**src/rtl/dl_pkg.sv**
```systemverilog
package dl_pkg;
    localparam int LEN_W     = 16;
    localparam int SHORT_LEN = 6;

    typedef enum logic [2:0] {
        SEQ_IDLE, SEQ_LEN_LO, SEQ_LEN_HI, SEQ_DATA, SEQ_SHORT, SEQ_DROP
    } seq_state_e;

    typedef enum logic [1:0] {
        AT_IDLE, AT_PARSE, AT_ATTACH
    } at_state_e;

    typedef struct packed {
        logic       vld;
        logic [7:0] reg_addr;
        logic [7:0] data;
    } byte_beat_t;

    typedef struct packed {
        logic       vld;
        logic [7:0] addr;
    } addr_evt_t;

    function automatic logic is_short_len(input logic [LEN_W-1:0] l);
        return l == LEN_W'(SHORT_LEN);
    endfunction
endpackage

```
**src/rtl/dl_nibble_asm.sv**
```systemverilog
module dl_nibble_asm
    import dl_pkg::*;
(
    input  logic       clk,
    input  logic       rst,
    input  logic       cmd_valid,
    input  logic       cmd_is_addr,
    input  logic [7:0] cmd_data,
    output byte_beat_t beat_o,
    output addr_evt_t  addr_o
);
    logic       sel_vld_q;
    logic [7:0] sel_q;
    logic       half_q;
    logic [3:0] hi_q;

    always_ff @(posedge clk) begin
        if (rst) begin
            sel_vld_q <= 1'b0;
            sel_q     <= '0;
            half_q    <= 1'b0;
            hi_q      <= '0;
        end else if (cmd_valid) begin
            if (cmd_is_addr) begin
                sel_vld_q <= 1'b1;
                sel_q     <= cmd_data;
                half_q    <= 1'b0;
            end else if (sel_vld_q) begin
                if (!half_q) begin
                    hi_q   <= cmd_data[3:0];
                    half_q <= 1'b1;
                end else begin
                    half_q <= 1'b0;
                end
            end
        end
    end

    always_comb begin
        addr_o.vld      = cmd_valid && cmd_is_addr;
        addr_o.addr     = cmd_data;
        beat_o.vld      = cmd_valid && !cmd_is_addr && sel_vld_q && half_q;
        beat_o.reg_addr = sel_q;
        beat_o.data     = {hi_q, cmd_data[3:0]};
    end

    // a completed byte needs a register selected earlier
    assert_byte_needs_sel_R1: assert property (@(posedge clk) disable iff (rst)
        beat_o.vld |-> sel_vld_q);
endmodule

```
**src/rtl/dl_load_seq.sv**
```systemverilog
module dl_load_seq
    import dl_pkg::*;
#(
    parameter logic [7:0] DESC_REG = 8'h30,
    parameter int         DEPTH    = 500,
    localparam int        AW       = $clog2(DEPTH)
) (
    input  logic            clk,
    input  logic            rst,
    input  byte_beat_t      beat_i,
    input  addr_evt_t       addr_i,
    input  logic            busy,
    output logic            ram_we,
    output logic [AW-1:0]   ram_addr,
    output logic [7:0]      ram_wdata,
    output logic            short_form,
    output logic [15:0]     vid,
    output logic [15:0]     pid,
    output logic [15:0]     did,
    output logic            len_err,
    output logic            load_done
);
    seq_state_e       st_q;
    logic [LEN_W-1:0] len_q, cnt_q;
    logic [7:0]       len_lo_q;
    logic [7:0]       id_q [0:5];
    logic             desc_beat, last_byte;
    logic [LEN_W-1:0] new_len;

    assign desc_beat = beat_i.vld && (beat_i.reg_addr == DESC_REG);
    assign last_byte = (cnt_q == len_q - LEN_W'(1));
    assign new_len   = {beat_i.data, len_lo_q};

    always_ff @(posedge clk) begin
        if (rst) begin
            st_q       <= SEQ_IDLE;
            len_q      <= '0;
            cnt_q      <= '0;
            len_lo_q   <= '0;
            ram_we     <= 1'b0;
            ram_addr   <= '0;
            ram_wdata  <= '0;
            short_form <= 1'b0;
            len_err    <= 1'b0;
            load_done  <= 1'b0;
            for (int i = 0; i < 6; i++) id_q[i] <= '0;
        end else begin
            ram_we    <= 1'b0;
            load_done <= 1'b0;
            if (addr_i.vld) begin
                if (addr_i.addr == DESC_REG) begin
                    if (!busy) begin
                        st_q    <= SEQ_LEN_LO;
                        cnt_q   <= '0;
                        len_err <= 1'b0;
                    end
                end else begin
                    st_q <= SEQ_IDLE;
                end
            end else if (desc_beat) begin
                case (st_q)
                    SEQ_LEN_LO: begin
                        len_lo_q <= beat_i.data;
                        st_q     <= SEQ_LEN_HI;
                    end
                    SEQ_LEN_HI: begin
                        len_q <= new_len;
                        if (new_len == '0) begin
                            short_form <= 1'b0;
                            load_done  <= 1'b1;
                            st_q       <= SEQ_IDLE;
                        end else if (is_short_len(new_len)) begin
                            short_form <= 1'b1;
                            st_q       <= SEQ_SHORT;
                        end else if (new_len > LEN_W'(DEPTH)) begin
                            short_form <= 1'b0;
                            len_err    <= 1'b1;
                            st_q       <= SEQ_DROP;
                        end else begin
                            short_form <= 1'b0;
                            st_q       <= SEQ_DATA;
                        end
                    end
                    SEQ_DATA: begin
                        ram_we    <= 1'b1;
                        ram_addr  <= cnt_q[AW-1:0];
                        ram_wdata <= beat_i.data;
                        cnt_q     <= cnt_q + LEN_W'(1);
                        if (last_byte) begin
                            load_done <= 1'b1;
                            st_q      <= SEQ_IDLE;
                        end
                    end
                    SEQ_SHORT: begin
                        id_q[cnt_q[2:0]] <= beat_i.data;
                        cnt_q            <= cnt_q + LEN_W'(1);
                        if (cnt_q == LEN_W'(SHORT_LEN - 1)) begin
                            load_done <= 1'b1;
                            st_q      <= SEQ_IDLE;
                        end
                    end
                    default: ;
                endcase
            end
        end
    end

    assign vid = {id_q[1], id_q[0]};
    assign pid = {id_q[3], id_q[2]};
    assign did = {id_q[5], id_q[4]};

    assert_addr_in_range_R4: assert property (@(posedge clk) disable iff (rst)
        ram_we |-> (32'(ram_addr) < DEPTH));
    assert_short_no_ram_R5: assert property (@(posedge clk) disable iff (rst)
        ram_we |-> !short_form);
    assert_err_quiet_R8: assert property (@(posedge clk) disable iff (rst)
        len_err |-> (!ram_we && !load_done));
endmodule

```
**src/rtl/dl_attach_ctl.sv**
```systemverilog
module dl_attach_ctl
    import dl_pkg::*;
#(
    parameter int  PARSE_CYCLES  = 20,
    parameter int  ATTACH_CYCLES = 10,
    localparam int MAXC          = (PARSE_CYCLES > ATTACH_CYCLES) ? PARSE_CYCLES : ATTACH_CYCLES,
    localparam int CW            = $clog2(MAXC + 1)
) (
    input  logic clk,
    input  logic rst,
    input  logic load_done,
    input  logic fs_req,
    input  logic irq_ack,
    output logic busy,
    output logic pullup_en,
    output logic hs_disable,
    output logic enum_ok,
    output logic irq_enumok
);
    at_state_e     st_q;
    logic [CW-1:0] cnt_q;

    always_ff @(posedge clk) begin
        if (rst) begin
            st_q       <= AT_IDLE;
            cnt_q      <= '0;
            pullup_en  <= 1'b0;
            hs_disable <= 1'b0;
            enum_ok    <= 1'b0;
            irq_enumok <= 1'b0;
        end else begin
            enum_ok <= 1'b0;
            case (st_q)
                AT_IDLE: if (load_done) begin
                    st_q      <= AT_PARSE;
                    cnt_q     <= '0;
                    pullup_en <= 1'b0;
                end
                AT_PARSE: if (cnt_q == CW'(PARSE_CYCLES - 1)) begin
                    st_q       <= AT_ATTACH;
                    cnt_q      <= '0;
                    pullup_en  <= 1'b1;
                    hs_disable <= fs_req;
                end else begin
                    cnt_q <= cnt_q + CW'(1);
                end
                default: if (cnt_q == CW'(ATTACH_CYCLES - 1)) begin
                    st_q    <= AT_IDLE;
                    enum_ok <= 1'b1;
                end else begin
                    cnt_q <= cnt_q + CW'(1);
                end
            endcase
            if (st_q == AT_ATTACH && cnt_q == CW'(ATTACH_CYCLES - 1))
                irq_enumok <= 1'b1;
            else if (irq_ack)
                irq_enumok <= 1'b0;
        end
    end

    assign busy = (st_q != AT_IDLE);

    assert_float_on_done_R6: assert property (@(posedge clk) disable iff (rst)
        (load_done && !busy) |=> !pullup_en);
    assert_enum_attached_R6: assert property (@(posedge clk) disable iff (rst)
        enum_ok |-> pullup_en);
    assert_mode_hold_R7: assert property (@(posedge clk) disable iff (rst)
        (pullup_en && $past(pullup_en)) |-> $stable(hs_disable));
    assert_pulse_R9: assert property (@(posedge clk) disable iff (rst)
        enum_ok |=> !enum_ok);
    assert_irq_source_R9: assert property (@(posedge clk) disable iff (rst)
        $rose(irq_enumok) |-> enum_ok);
endmodule

```
**src/rtl/dl_desc_loader.sv**
```systemverilog
module dl_desc_loader
    import dl_pkg::*;
#(
    parameter logic [7:0] DESC_REG      = 8'h30,
    parameter logic [7:0] CFG_REG       = 8'h3A,
    parameter int         FS_BIT        = 1,
    parameter int         DEPTH         = 500,
    parameter int         PARSE_CYCLES  = 20,
    parameter int         ATTACH_CYCLES = 10,
    localparam int        AW            = $clog2(DEPTH)
) (
    input  logic          clk,
    input  logic          rst,
    input  logic          cmd_valid,
    input  logic          cmd_is_addr,
    input  logic [7:0]    cmd_data,
    input  logic          irq_ack,
    output logic          ram_we,
    output logic [AW-1:0] ram_addr,
    output logic [7:0]    ram_wdata,
    output logic          pullup_en,
    output logic          hs_disable,
    output logic          short_form,
    output logic [15:0]   vid,
    output logic [15:0]   pid,
    output logic [15:0]   did,
    output logic          len_err,
    output logic          enum_ok,
    output logic          irq_enumok
);
    byte_beat_t beat;
    addr_evt_t  addr_evt;
    logic       load_done, busy, fs_q;

    dl_nibble_asm u_nib (
        .clk(clk), .rst(rst), .cmd_valid(cmd_valid), .cmd_is_addr(cmd_is_addr),
        .cmd_data(cmd_data), .beat_o(beat), .addr_o(addr_evt)
    );

    always_ff @(posedge clk) begin
        if (rst) fs_q <= 1'b0;
        else if (beat.vld && beat.reg_addr == CFG_REG) fs_q <= beat.data[FS_BIT];
    end

    dl_load_seq #(.DESC_REG(DESC_REG), .DEPTH(DEPTH)) u_seq (
        .clk(clk), .rst(rst), .beat_i(beat), .addr_i(addr_evt), .busy(busy),
        .ram_we(ram_we), .ram_addr(ram_addr), .ram_wdata(ram_wdata),
        .short_form(short_form), .vid(vid), .pid(pid), .did(did),
        .len_err(len_err), .load_done(load_done)
    );

    dl_attach_ctl #(.PARSE_CYCLES(PARSE_CYCLES), .ATTACH_CYCLES(ATTACH_CYCLES)) u_att (
        .clk(clk), .rst(rst), .load_done(load_done), .fs_req(fs_q), .irq_ack(irq_ack),
        .busy(busy), .pullup_en(pullup_en), .hs_disable(hs_disable),
        .enum_ok(enum_ok), .irq_enumok(irq_enumok)
    );
endmodule

```
**config.mk**
```make
export PLATFORM = sky130hd
export DESIGN_NAME = dl_desc_loader
export DESIGN_NICKNAME = d
export VERILOG_FILES = /design/src/rtl/dl_pkg.sv /design/src/rtl/dl_nibble_asm.sv /design/src/rtl/dl_load_seq.sv /design/src/rtl/dl_attach_ctl.sv /design/src/rtl/dl_desc_loader.sv
export SDC_FILE = /design/constraint.sdc
export NUM_CORES = 1
export LEC_CHECK = 0
export BUFFER_PORTS_ARGS = -buffer_cell sky130_fd_sc_hd__buf_2
export CAP_MARGIN = 20
export CORE_MARGIN = 1.5
export CORE_UTILIZATION = 25
export CTS_BUF_LIST = sky130_fd_sc_hd__clkbuf_8 sky130_fd_sc_hd__clkbuf_16
export CTS_CLUSTER_DIAMETER = 150
export CTS_CLUSTER_SIZE = 24
export DETAILED_ROUTE_END_ITERATION = 8
export MAX_ROUTING_LAYER = met4
export PLACE_DENSITY = 0.47
export SYNTH_ARGS = -nofsm -noshare
export SYNTH_HDL_FRONTEND = slang
export SYNTH_SLANG_ARGS = --single-unit
```
**constraint.sdc**
```tcl
create_clock -name clk -period 2.7 [get_ports clk]
set_input_delay 0.135 -clock clk [delete_from_list [all_inputs] [get_ports clk]]
set_output_delay 0.135 -clock clk [all_outputs]
set_load 0.02 [all_outputs]
```
======== After elaboration in Yosys (flattened, before gate mapping) ========
Memory sizes are Yosys's and may differ from the RTL's.
Index checks and enable logic that the tools add are counted.
storage, ports and cells
  bits in registers ....................... 90
  latch bits .............................. 0
  memory bits (writable) .................. 48
  ROM bits ................................ 0
  input bits .............................. 13
  logic and storage cells ................. 148
  memories ................................ 1
operators by class
  add/sub/neg operators ................... 3
  multipliers ............................. 0
  div/mod/pow operators ................... 0
  $lt $le $gt $ge ......................... 1
  equality and inequality tests ........... 24
  shift operators ......................... 0
  muxes and demuxes ....................... 57
  bitwise operators ....................... 4
  reductions and logical operators ........ 37
memories
  name        depth  bits a word  rd ports  clocked after Yosys merged registers in  write ports  RTL line           text
  u_seq.id_q  6      8            6         0                                        6            dl_load_seq.sv:26  logic [7:0] id_q [0:5];
operator list
  operator                                                         number
  2-to-1 mux 16 bit                                                5
  == test 16 x 3 -> 1 bit (second input constant)                  2
  2-to-1 mux 1 bit                                                 30
  2-to-1 mux 3 bit                                                 10
  == test 8 x 6 -> 1 bit (second input constant)                   3
  adder 16 x 1 -> 16 bit (second input constant)                   1
  == test 16 bit                                                   1
  greater-than comparator 16 x 9 -> 1 bit (second input constant)  1
  zero test 16 bit                                                 1
  nonzero test 2 bit                                               8
  subtractor 16 x 1 -> 16 bit (second input constant)              1
  2-to-1 mux 5 bit                                                 3
  AND reduction 3 bit                                              5
  case mux 3 bit (4 select lines)                                  1
  case mux 5 bit (2 select lines)                                  1
  2-to-1 mux 8 bit                                                 1
  inequality test 2 bit (second input constant)                    4
  AND reduction 2 bit                                              4
  AND reduction 4 bit                                              2
  OR reduction 8 bit                                               1
  logical AND 1 bit                                                7
  AND reduction 7 bit                                              1
  == test 3 x 2 -> 1 bit (second input constant)                   2
  2-to-1 mux 2 bit                                                 3
  21 further kinds                                                 28

======== Depth between registers and ports, before layout ========
  depth after elaboration ................. 11
  depth in mapped cells ................... 11
  gate-level depth less buffers ........... 10

======== Hierarchy ========
Synthesis repeated with hierarchy kept, for this count alone.
unflattened totals
  cell total of the unflattened synthesis .. 695
  area, all modules ....................... 6595.1 µm²
modules (own cells, without submodules)
  module          times used  cells an instance  area an instance (µm²)  seq. area each (µm²)
  dl_load_seq     1           546                5242.5                  2722.6
  dl_nibble_asm   1           76                 721.9                   280.3
  dl_attach_ctl   1           65                 561.8                   220.2
  dl_desc_loader  1           8                  68.8                    20.0

======== Worst setup path before layout ========
OpenSTA, ideal clock, no wires.
  kind .................................... flip-flop to flip-flop
  start ................................... register u_seq.len_q[0]
  end ..................................... register u_seq.st_q[1]
  data arrival time ....................... 2689 ps
  setup slack ............................. -106 ps
  stages on the path, launching flop included .. 12
  period minus slack after synthesis ...... 2806 ps
  cells stage by stage .................... dfxtp_1 -> clkbuf_1 -> inv_1 -> ha_1 -> or3b_2 -> o41ai_4 -> xor2_1 -> a32oi_1 -> or4_4 -> a21boi_2 -> mux2i_1 -> nor2_1
on the way
  word-level cells in the longest chain between the ends .. 4
RTL lines
  element                                   RTL line           text
  start, declared                           dl_load_seq.sv:24  logic [LEN_W-1:0] len_q, cnt_q;
  start signal, assigned                    dl_load_seq.sv:67  len_q <= new_len;
  subtractor 16 x 1 -> 16 bit               dl_load_seq.sv:31  assign last_byte = (cnt_q == len_q - LEN_W'(1));
  == test 16 bit                            dl_load_seq.sv:31
  inequality test 3 x 2 -> 1 bit (no line)  --
  AND reduction 5 bit (no line)             --
  end signal, assigned                      dl_load_seq.sv:36  st_q <= SEQ_IDLE;
  end signal, assigned                      dl_load_seq.sv:53  st_q <= SEQ_LEN_LO;
  end signal, assigned                      dl_load_seq.sv:58  st_q <= SEQ_IDLE;
  end, declared                             dl_load_seq.sv:23  seq_state_e st_q;
No other way between the ends.
A chain may end at the register's enable or synchronous reset.

======== Worst setup path in the final report ========
  start ................................... register u_seq.len_q[3]
  end ..................................... register u_seq.st_q[1]
The elaborated chain is that of the path after synthesis.

==> results.json <==
{
  "ys_top_cells_by_count": "nand2_1, nor2_1, dfxtp_1",
  "cts_tree": "done",
  "drt-initial-drc-count": 329,
  "rrSetupSlack_ps": 90,
  "root_buffer": "clkbuf_16",
  "async_flop_share": 0,
  "nets": 812,
  "endpoint_kind": "register",
  "ant_nets": 0,
  "crit_type": "reg -> reg",
  "rows": 56,
  "core-area_um2": 23700,
  "hold_viol": 0,
  "fin_crit_sh": 0.966,
  "yosys_warnings": 0,
  "worst_pin_slew_ps": 679,
  "stdcell_area_um2": 7890,
  "fp.dieH_um": 159,
  "hold_end": "u_nib.sel_q[2]$_SDFFE_PP0P_",
  "yosys.cell_types.count": 57,
  "ff2ff_path_depth": 8,
  "ys_seq_area_frac": 0.533,
  "synthCells": 671,
  "min_path_cells": 3,
  "synth_nets": 689,
  "clockBufferDepth": 2,
  "critPathLaunchType": "register",
  "fillers": 2550,
  "synth-main-ff-cell": "dfxtp_1",
  "post_drt_wl_per_cell_um": 15.0,
  "synth_area_leaders": "dfxtp_1, edfxtp_1, nand2_1, nor2_1, a21oi_1",
  "crit_family": "simple AND/OR/NAND/NOR gates",
  "hp-start": "cmd_data[2]",
  "vias": 5002,
  "synthesis.area_um2": 6080,
  "wl_um": 16800,
  "route.detailed.drc": 0,
  "yosys.area.top_type": "dfxtp_1",
  "register_area_um2": 3240,
  "cp_common_cell": "or4_4",
  "crit_required_ps": 3000,
  "hp-class": "in -> reg",
  "grt_pass1_wl_um": 27000,
  "die_w_um": 159,
  "rr_endpoint": "u_seq.st_q[1]$_SDFFE_PP0P_",
  "setup_tns_ps": 0,
  "slew_viol_final": 0,
  "grt_start_max_net_pins": 79,
  "final_cells": 1126,
  "p_leak_nw": 3.06,
  "total_power_mw": 4.85,
  "routed_via_density": 4.44,
  "r2r_start": "u_seq.len_q[3]$_SDFFE_PP0P_",
  "relSlewSlack": 0.546,
  "grt_pass1_vias": 4811,
  "dieArea_um2": 25300,
  "initial_core_util": 0.257,
  "cp_num_buf_inv": 0,
  "clock_sinks": 138,
  "crit_path_max_incr_delay_ps": 600,
  "max_cap_viol_count": 0,
  "grt_setup_unrepaired": "no",
  "synth_edf_count": 48,
  "cp_data_arrival_time_ps": 2900,
  "drt_first_pass_iters": 5,
  "dpl-instance-area_um2": 7140,
  "syn_area_per_cell_um2": 9.06,
  "gp_congestion": 0.887,
  "cts_buffers": 17,
  "cts.clk_slew.worst_paths_ps": 60,
  "hpwl_um": 12300,
  "grt_usage": 0.141,
  "top_level_ports": 85,
  "power.density_nw_per_um2": 615,
  "worstSkewPairLatency_ps": 420,
  "setup_viol": 0,
  "yosysMostFrequentCell": "nand2_1",
  "utilization": 0.333,
  "status": "completed",
  "fin_crit_ps": 2610,
  "yosys.area.top_type_share": 0.296,
  "multi_input_area_um2": 2710,
  "synth_seq_cells": 138,
  "final_layout_size_suffix_gt1_frac": 0.228,
  "fmax_ghz": 0.383,
  "area_growth_pct": 29.7,
  "cp_slowest_cell": "or4_4",
  "gr-total-overflow": 0,
  "worstPathMaxFanout": 6,
  "antenna_found_initial": 0,
  "antenna_cells": 0,
  "skew_ps": 10.9,
  "peakVddDrop_v": 0.000393,
  "path_cells": "or4_4 > o41ai_4 > xor2_1 > a32oi_1 > or4_4 > a21boi_2 > mux2i_1 > nor2_1",
  "cts_max_level": 4,
  "portBuffers": 84,
  "placedCellCount": 1088
}
-- how the worst max path moves through the flow --
stage	from	endpoint	slack [ps]	cells past startpoint
floorplan	u_seq.len_q[0]$_SDFFE_PP0P_	u_seq.st_q[1]$_SDFFE_PP0P_	20	11
global placement	u_seq.len_q[3]$_SDFFE_PP0P_	u_seq.st_q[1]$_SDFFE_PP0P_	20	8
detailed placement	u_seq.len_q[3]$_SDFFE_PP0P_	u_seq.st_q[1]$_SDFFE_PP0P_	-20	8
CTS	u_seq.len_q[0]$_SDFFE_PP0P_	u_seq.st_q[1]$_SDFFE_PP0P_	0.8	10
global route	u_seq.len_q[3]$_SDFFE_PP0P_	u_seq.st_q[1]$_SDFFE_PP0P_	4	8
finish	u_seq.len_q[3]$_SDFFE_PP0P_	u_seq.st_q[1]$_SDFFE_PP0P_	90	8
-- cells by family (layout without fill, tap and decap cells) --
group | count (synthesis) | after routing | synth area share
adders and majority gates | 5 | 5 | 0.0103
AOI/OAI and AO/OA | 97 | 97 | 0.0983
xor gates and xnor gates | 35 | 35 | 0.0527
and+or+nand+nor | 326 | 326 | 0.243
buffers and inverters | 53 | 189 | 0.0346
DFF | 138 | 138 | 0.533
muxes | 17 | 17 | 0.0282
-- flip-flops by register name, summed over array words and instances, names as in the netlist, 5 cells and up --
signal           count
u_nib.sel_q          8
u_att.cnt_q          5
u_seq.len_lo_q       8
u_seq.ram_wdata      8
u_seq.cnt_q         16
u_seq.id_q          48
u_seq.ram_addr       9
u_seq.len_q         16
-- layout by cell type, fill, tap and decap left out, types with 3 or more instances in the layout --
cell | netlist | layout
xor2_1 | 16 | 16
nand3_1 | 11 | 11
buf_4 | 0 | 49
ha_1 | 5 | 4
dlygate4sd3_1 | 0 | 4
nor4_1 | 10 | 7
mux2i_1 | 16 | 16
inv_6 | 0 | 5
nor2_1 | 113 | 113
o21ai_0 | 11 | 11
inv_1 | 19 | 17
a211oi_1 | 4 | 4
dfxtp_1 | 90 | 90
xnor2_1 | 18 | 18
nand2_1 | 117 | 117
nand4_1 | 13 | 13
nor3b_1 | 3 | 3
nand3b_1 | 3 | 3
clkbuf_16 | 0 | 17
or3_1 | 8 | 8
nor3_1 | 12 | 11
nand2b_1 | 9 | 9
a21oi_1 | 57 | 57
and3_1 | 4 | 4
edfxtp_1 | 48 | 48
nor2b_1 | 5 | 5
bufinv_16 | 0 | 3
and2_1 | 5 | 5
buf_2 | 3 | 84
-- cell type report --
cell class / instances / area share
clock buffer: 17 / 0.0539
clock inverter: 15 / 0.0236
inverter: 19 / 0.00904
multi-input combinational: 480 / 0.344
sequential: 138 / 0.411
tap: 319 / 0.0506
timing repair buffer: 138 / 0.108
-- per-layer routing --
| layer | GRT usage | vias up | wire length [µm] |
|---|---|---|---|
| li1 | - | 2549 | - |
| met1 | 0.191 | 2314 | 8440 |
| met2 | 0.205 | 119 | 7290 |
| met3 | 0.0339 | 20 | 821 |
| met4 | 0.0467 | 0 | 292 |
| met5 | - | - | 0 |
-- worst register-to-register path: cells and delay by family (launching register included) --
family / cells / cell delay, ps
simple gates: 3 / 1170
mux: 1 / 190
flops: 1 / 310
compound gates: 3 / 640
xor+xnor: 1 / 170
-- metrics by stage --
step / hold slack, ps / setup WS, ps
CTS: 63.1 / 0.765
global route: 71.1 / 4.34
floorplan: 271 / 17.8
detailed placement: 414 / -21.2
global placement: 406 / 22.9
finish: 83.0 / 91.4
-- where the power goes --
group	internal [mW]	switching (mW)
Clock	1.47	0.961
Sequential	2.19	0.0164
Combinational	0.0673	0.144
Total	3.73	1.12
-- what timing repair did --
action,in CTS,in global routing
hold buffers,4,0
buffers inserted,0,2
hold endpoints to repair,4,0
gates resized for setup,2,14
cloned,0,0
pin swaps,0,3
endpoints found under the setup margin,2,6
Note: power is estimated with default switching activity, not from simulation.
